## src/rtl/strap_pkg.sv

```systemverilog
package strap_pkg;

  typedef enum logic [1:0] {
    WD_OFF   = 2'd0,
    WD_RUN   = 2'd1,
    WD_PULSE = 2'd2
  } wd_state_t;

  // Effective index: hardware straps padded with a zero MSB, or software value.
  function automatic logic [5:0] pick_index(input logic use_sw,
                                            input logic [5:0] sw_idx,
                                            input logic [4:0] hw_fs);
    return use_sw ? sw_idx : {1'b0, hw_fs};
  endfunction

  // True when a counter started at zero has seen lim cycles.
  function automatic logic at_limit(input logic [31:0] cnt, input logic [31:0] lim);
    return cnt == (lim - 32'd1);
  endfunction

endpackage

```

## src/rtl/strap_capture.sv

```systemverilog
module strap_capture #(
  parameter int HOLD_CYCLES = 16,
  parameter int FS_W        = 5,
  parameter logic [FS_W-1:0] FS_DEFAULT = 5'b01010,
  parameter logic SEL_DEFAULT  = 1'b1,
  parameter logic MODE_DEFAULT = 1'b1
) (
  input  logic            clk,
  input  logic            rst_n,
  input  logic [FS_W-1:0] fs_pin,
  input  logic            sel_pin,
  input  logic            mode_pin,
  output logic [FS_W-1:0] fs_q,
  output logic            sel_q,
  output logic            mode_q,
  output logic            done
);
  import strap_pkg::*;

  localparam int CW = $clog2(HOLD_CYCLES + 1);

  logic [CW-1:0] cnt;
  logic          capture_now;

  assign capture_now = !done && at_limit(32'(cnt), 32'(HOLD_CYCLES));

  always_ff @(posedge clk or negedge rst_n) begin
    if (!rst_n) begin
      cnt    <= '0;
      done   <= 1'b0;
      fs_q   <= FS_DEFAULT;
      sel_q  <= SEL_DEFAULT;
      mode_q <= MODE_DEFAULT;
    end else if (capture_now) begin
      done   <= 1'b1;
      fs_q   <= fs_pin;
      sel_q  <= sel_pin;
      mode_q <= mode_pin;
    end else if (!done) begin
      cnt <= cnt + 1'b1;
    end
  end

  // Once captured, the straps are frozen until the next reset.
  assert_capture_once_R3: assert property (@(posedge clk) disable iff (!rst_n)
    done |=> (done && $stable(fs_q) && $stable(sel_q) && $stable(mode_q)));

endmodule

```

## src/rtl/pd_filter.sv

```systemverilog
module pd_filter #(
  parameter int DEB_CYCLES = 4
) (
  input  logic clk,
  input  logic rst_n,
  input  logic enable,
  input  logic pin_in,
  output logic pd_req
);
  import strap_pkg::*;

  localparam int DW = $clog2(DEB_CYCLES + 1);

  logic          s1, s2;
  logic          lvl;
  logic [DW-1:0] cnt;
  logic          differs;
  logic          settle_hit;

  assign differs    = (s2 != lvl);
  assign settle_hit = differs && at_limit(32'(cnt), 32'(DEB_CYCLES));

  always_ff @(posedge clk or negedge rst_n) begin
    if (!rst_n) begin
      s1 <= 1'b1;
      s2 <= 1'b1;
    end else begin
      s1 <= pin_in;
      s2 <= s1;
    end
  end

  always_ff @(posedge clk or negedge rst_n) begin
    if (!rst_n) begin
      lvl <= 1'b1;
      cnt <= '0;
    end else if (!enable) begin
      lvl <= 1'b1;
      cnt <= '0;
    end else if (settle_hit) begin
      lvl <= s2;
      cnt <= '0;
    end else if (differs) begin
      cnt <= cnt + 1'b1;
    end else begin
      cnt <= '0;
    end
  end

  assign pd_req = enable & ~lvl;

  // The filtered level only falls after the synchronised input was low.
  assert_pd_flip_R8: assert property (@(posedge clk) disable iff (!rst_n)
    $fell(lvl) |-> ($past(s2) == 1'b0));

endmodule

```

## src/rtl/wdt_pulse.sv

```systemverilog
module wdt_pulse #(
  parameter int WDT_CYCLES   = 1431800,
  parameter int PULSE_CYCLES = 57272
) (
  input  logic clk,
  input  logic rst_n,
  input  logic enable,
  input  logic kick,
  output logic pull_low
);
  import strap_pkg::*;

  localparam int TW = $clog2(WDT_CYCLES + 1);
  localparam int PW = $clog2(PULSE_CYCLES + 1);

  wd_state_t     st;
  logic [TW-1:0] tcnt;
  logic [PW-1:0] pcnt;
  logic          timeout_hit;
  logic          pulse_end;

  assign timeout_hit = (st == WD_RUN) && !kick && at_limit(32'(tcnt), 32'(WDT_CYCLES));
  assign pulse_end   = (st == WD_PULSE) && at_limit(32'(pcnt), 32'(PULSE_CYCLES));

  always_ff @(posedge clk or negedge rst_n) begin
    if (!rst_n) begin
      st   <= WD_OFF;
      tcnt <= '0;
      pcnt <= '0;
    end else begin
      case (st)
        WD_OFF: begin
          if (enable) begin
            st   <= WD_RUN;
            tcnt <= '0;
          end
        end
        WD_RUN: begin
          if (!enable) begin
            st <= WD_OFF;
          end else if (kick) begin
            tcnt <= '0;
          end else if (timeout_hit) begin
            st   <= WD_PULSE;
            pcnt <= '0;
          end else begin
            tcnt <= tcnt + 1'b1;
          end
        end
        WD_PULSE: begin
          if (!enable) begin
            st <= WD_OFF;
          end else if (pulse_end) begin
            st   <= WD_RUN;
            tcnt <= '0;
          end else begin
            pcnt <= pcnt + 1'b1;
          end
        end
        default: st <= WD_OFF;
      endcase
    end
  end

  assign pull_low = (st == WD_PULSE);

  assert_pulse_len_R11: assert property (@(posedge clk) disable iff (!rst_n)
    (pull_low && enable && !pulse_end) |=> pull_low);

  assert_restart_R12: assert property (@(posedge clk) disable iff (!rst_n)
    (pulse_end && enable) |=> (st == WD_RUN && tcnt == '0));

  assert_no_pulse_off_R13: assert property (@(posedge clk) disable iff (!rst_n)
    !enable |=> !pull_low);

endmodule

```

## src/rtl/strap_mode_ctrl.sv

```systemverilog
module strap_mode_ctrl #(
  parameter int HOLD_CYCLES  = 16,
  parameter int FS_W         = 5,
  parameter int DEB_CYCLES   = 4,
  parameter int WDT_CYCLES   = 1431800,
  parameter int PULSE_CYCLES = 57272,
  parameter logic [FS_W-1:0] FS_DEFAULT = 5'b01010,
  parameter int IDX_W = FS_W + 1,
  parameter int NPIN  = FS_W + 2
) (
  input  logic             clk,
  input  logic             rst_n,
  input  logic [FS_W-1:0]  fs_pin,
  input  logic             sel_pin,
  input  logic             mode_pin,
  input  logic             sw_sel,
  input  logic [IDX_W-1:0] sw_index,
  input  logic             tristate_all,
  input  logic             wdt_kick,
  input  logic             pdrst_pin,
  output logic [IDX_W-1:0] freq_index,
  output logic             sel_24m,
  output logic             out_hiz,
  output logic             pd_req,
  output logic             rst_drive_low,
  output logic             pdrst_is_output,
  output logic [NPIN-1:0]  strap_oe
);
  import strap_pkg::*;

  logic [FS_W-1:0] fs_q;
  logic            sel_q;
  logic            mode_q;
  logic            done;
  logic            pd_mode_en;
  logic            rst_mode_en;
  logic            drive_ok;

  strap_capture #(
    .HOLD_CYCLES (HOLD_CYCLES),
    .FS_W        (FS_W),
    .FS_DEFAULT  (FS_DEFAULT),
    .SEL_DEFAULT (1'b1),
    .MODE_DEFAULT(1'b1)
  ) u_cap (
    .clk     (clk),
    .rst_n   (rst_n),
    .fs_pin  (fs_pin),
    .sel_pin (sel_pin),
    .mode_pin(mode_pin),
    .fs_q    (fs_q),
    .sel_q   (sel_q),
    .mode_q  (mode_q),
    .done    (done)
  );

  assign pd_mode_en  = done &  mode_q;
  assign rst_mode_en = done & ~mode_q;
  assign drive_ok    = done & ~tristate_all;

  pd_filter #(.DEB_CYCLES(DEB_CYCLES)) u_pd (
    .clk   (clk),
    .rst_n (rst_n),
    .enable(pd_mode_en),
    .pin_in(pdrst_pin),
    .pd_req(pd_req)
  );

  wdt_pulse #(.WDT_CYCLES(WDT_CYCLES), .PULSE_CYCLES(PULSE_CYCLES)) u_wdt (
    .clk     (clk),
    .rst_n   (rst_n),
    .enable  (rst_mode_en),
    .kick    (wdt_kick),
    .pull_low(rst_drive_low)
  );

  if (FS_W == 5) begin : g_idx_fn
    assign freq_index = pick_index(sw_sel, sw_index, fs_q);
  end else begin : g_idx_gen
    assign freq_index = sw_sel ? sw_index : {1'b0, fs_q};
  end

  for (genvar i = 0; i < NPIN; i++) begin : g_oe
    assign strap_oe[i] = drive_ok;
  end

  assign sel_24m         = sel_q;
  assign out_hiz         = tristate_all;
  assign pdrst_is_output = rst_mode_en;

  // The shared pin is never both a power-down input and a driven reset.
  assert_pd_excl_R9: assert property (@(posedge clk) disable iff (!rst_n)
    pd_req |-> !rst_drive_low);

  // The watchdog pulse only appears once the pin has become an output.
  assert_pulse_needs_output_R10: assert property (@(posedge clk) disable iff (!rst_n)
    rst_drive_low |-> pdrst_is_output);

endmodule

```

## config.mk

```make
export PLATFORM = sky130hd
export DESIGN_NAME = strap_mode_ctrl
export DESIGN_NICKNAME = d
export VERILOG_FILES = /design/src/rtl/strap_pkg.sv /design/src/rtl/strap_capture.sv /design/src/rtl/pd_filter.sv /design/src/rtl/wdt_pulse.sv /design/src/rtl/strap_mode_ctrl.sv
export SDC_FILE = /design/constraint.sdc
export NUM_CORES = 1
export LEC_CHECK = 0
export BUFFER_PORTS_ARGS = -buffer_cell sky130_fd_sc_hd__buf_2
export CORE_ASPECT_RATIO = 0.6
export CORE_MARGIN = 3
export CORE_UTILIZATION = 50
export CTS_BUF_LIST = sky130_fd_sc_hd__clkbuf_16
export DETAILED_ROUTE_END_ITERATION = 7
export GPL_ROUTABILITY_DRIVEN = 0
export PLACE_DENSITY_LB_ADDON = 0.12
export SLEW_MARGIN = 10
export SYNTH_ARGS = -nofsm -noshare
export SYNTH_HDL_FRONTEND = slang
export SYNTH_HIERARCHICAL = 1
export SYNTH_SLANG_ARGS = --single-unit
```

## constraint.sdc

```tcl
create_clock -name clk -period 2.1 [get_ports clk]
set_clock_uncertainty 0.2 [all_clocks]
set_input_delay 0.42 -clock clk [delete_from_list [all_inputs] [get_ports clk]]
set_output_delay 0.42 -clock clk [all_outputs]
set_load 0.02 [all_outputs]
```

==> results.sh <==
export IMPL_synthMuxAreaShare=0.0669
export IMPL_p_leak_nw=1.80
export IMPL_pre_cts_slack_ns=-0.202
export IMPL_vias=2748
export IMPL_timing_fmax_ghz=0.481
export IMPL_synth_edff_count=0
export IMPL_synthAdderAreaFrac=0.0235
export IMPL_hpwl_um=5060
export IMPL_finalPower_mw=2.74
export IMPL_num_rows=21
export IMPL_design_area_um2=4060
export IMPL_grt_overflow_total=0
export IMPL_ys_top_cells_by_area="dfrtp_1 (40%), dfstp_2 (5.8%), a31oi_1 (5.7%), nand2_1 (3.8%), mux2_4 (3.3%)"
export IMPL_layout_drive_gt1_share=0.363
export IMPL_ys_seq_area_frac=0.457
export IMPL_power_density_nw_per_um2=673
export IMPL_layout_min_cycle_time_ns=2.08
export IMPL_finalHoldViolCount=0
export IMPL_dpl_cell_area_um2=3660
export IMPL_diodes=0
export IMPL_synthMostInstantiatedCell="dfrtp_1"
export IMPL_synth_simple_gate_area_share=0.220
export IMPL_relSlewSlack=0.628
export IMPL_fp_dieArea_um2=7420
export IMPL_cts_buffer_depth=2
export IMPL_yosysWarnings=6
export IMPL_fillCellCount=456
export IMPL_synthesis_nets=337
export IMPL_arrival_ns=2.08
export IMPL_yosys_top_cells_count="dfrtp_1 (51), nand2_1 (32), a31oi_1 (29), a21oi_1 (15), nand3_1 (14)"
export IMPL_rsz0062_at_grt="yes"
export IMPL_yosys_most_used_dff="dfrtp_1"
export IMPL_first_pass_iters=5
export IMPL_ys_seq_elements=58
export IMPL_design_core_area_um2=5860
export IMPL_synth_top_family_by_area="simple AND/OR/NAND/NOR gates"
export IMPL_cts_tree="built"
export IMPL_max_cap_violations=0
export IMPL_synth_distinct_cells=53
export IMPL_cts_buffers_inserted=9
export IMPL_synth_avg_cell_area_um2=10.2
export IMPL_cp_slowest_cell="or4_4"
export IMPL_die_w_um=109
export IMPL_htree_levels=3
export IMPL_grt_start_max_net_pins=46
export IMPL_holdCritPathClass="input pin to flop"
export IMPL_drtIter0Drc=201
export IMPL_clk_root_buffer_cell="clkbuf_16"
export IMPL_ys_async_sr_fraction=1.00
export IMPL_area_growth_pct=27.1
export IMPL_crit_fanout=6
export IMPL_wirelength_um=7650
export IMPL_grt_pass1_vias=2420
export IMPL_status="finished, final reports clean"
export IMPL_synth_top_area_share=0.399
export IMPL_io_pins=37
export IMPL_start_util=0.546
export IMPL_fin_ws_ns=0.0216
export IMPL_cts_reportedPaths_clkPinSlew_ns=0.05
export IMPL_clkLatencyLatePin_ns=0.32
export IMPL_syn_cell_area_um2=3200
export IMPL_period_share=0.990
export IMPL_path_cells="or4_4, nor3_4, nand3_1, nor2b_4, a221o_1"
export IMPL_tightest_slew_ns=0.556
export IMPL_vdd_ir_drop_max_mv=0.499
export IMPL_grt_pass1_wl_um=12100
export IMPL_yosysTopAreaCell="dfrtp_1"
export IMPL_drc=0
export IMPL_die_h_um=67.9
export IMPL_avgRoutedWirePerCell_um=16.4
export IMPL_fin_nets=406
export IMPL_io_buffers=36
export IMPL_setup_total_negative_slack_ns=0
export IMPL_detail_route_antenna_nets=0
export IMPL_end_kind="flop"
export IMPL_antenna_found_initial=0
export IMPL_synth_compound_area_share=0.167
export IMPL_syn_inst=312
export IMPL_cpPeakStageDelay_ns=0.55
export IMPL_maxSlewViolCount=0
export IMPL_synthXorXnorAreaFrac=0.0110
export IMPL_path_class="flop to flop"
export IMPL_cp_start_kind="flop"
export IMPL_setup_viol=0
export IMPL_grtUsageTotal=0.216
export IMPL_clock_sinks=58
export IMPL_cp_required_ns=2.10
export IMPL_viasPerCell=5.90
-- per-layer routing --
layer / routed length, µm / global-route usage / share of wire
met1: 3810 / 0.325 / 0.50
met2: 3240 / 0.298 / 0.42
met5: 0 / 0 / 0
met4: 55 / 0.0762 / 0.0072
met3: 548 / 0.0547 / 0.072
-- placed cells by master, fill, tap and decap left out, types with 6 or more instances in the layout --
cell type and instances:
a31oi_1 24, and2_1 6, a21oi_1 15, nand2_1 31, nand2b_1 6, buf_4 38
nand4_1 9, nor2_1 10, inv_1 9, a31oi_2 6, mux2_4 7, clkbuf_16 9
dfrtp_1 51, mux2_2 7, dfstp_2 7, a41oi_1 8, nand3_1 14, o21ai_0 10
and3_1 13, buf_2 36
-- sequential cells by signal, summed over array words and instances, names as in the netlist --
signal and flops:
u_wdt/tcnt 21, u_wdt/pcnt 16, u_cap/cnt 5, u_cap/fs_q 5, u_pd/cnt 3, u_wdt/st 2, u_cap/done 1, u_cap/mode_q 1
u_cap/sel_q 1, u_pd/lvl 1, u_pd/s1 1, u_pd/s2 1
-- cells by family (layout without fill, tap and decap cells) --
| group | count (synthesis) | after routing |
|---|---|---|
| mux | 17 | 17 |
| buf+inv | 30 | 104 |
| flops | 58 | 58 |
| fa+ha+maj | 6 | 6 |
| xor+xnor | 4 | 4 |
| simple gates | 119 | 119 |
| compound gates | 78 | 78 |
-- repair_timing --
action / in CTS / in global routing
resized for setup: 2 / 11
cloned: 0 / 0
hold buffers: 2 / 0
setup buffers: 0 / 1
endpoints found under the hold margin: 11 / 0
pin swaps: 1 / 4
endpoints found under the setup margin: 17 / 40
-- area by class of cell --
class / count / area, µm² / share of cell area
repair buffers: 78 / 526 / 0.129
clock buffers: 9 / 225 / 0.0554
multi-input cells: 224 / 1650 / 0.406
inverters: 10 / 40.0 / 0.00986
flip-flops and latches: 58 / 1460 / 0.359
clock inverters: 7 / 62.6 / 0.0154
well taps: 80 / 100 / 0.0246
-- stage by stage --
step           hold slack (ns)  std cells   util
3_5_place_dp             0.143        447  0.625
2_1_floorplan          -0.0756        312      -
3_3_place_gp             0.133        447  0.625
6_report                 0.128        466  0.693
5_1_grt                  0.122        466  0.693
4_1_cts                  0.119        465  0.680
-- critical path: cells and delay by family (launching register included) --
family	cells	cell delay [ns]
and+or+nand+nor	4	1.03
AOI/OAI and AO/OA	1	0.35
DFF	1	0.38
-- final timing paths --
path,slack [ns],end,startpoint,cells after the start
worst max register to register,0.02,u_wdt/pcnt[13],u_wdt/tcnt[10],5
worst min-delay path,0.13,u_cap/fs_q[3],fs_pin[3],2
worst min register to register,0.15,u_pd/s2,u_pd/s1,0
min in group asynchronous,0.33,u_pd/cnt[1],rst_n,2
max in group asynchronous,0.77,u_pd/s2,rst_n,3
worst max-delay path,0.02,u_wdt/pcnt[13],u_wdt/tcnt[10],5
-- power by group --
part	switching [mW]	total [mW]	internal, mW
clock network	0.497	1.40	0.903
logic	0.108	0.186	0.0784
registers	0.00945	1.15	1.14
total	0.614	2.74	2.12
Power figures use the tool's default switching activity.
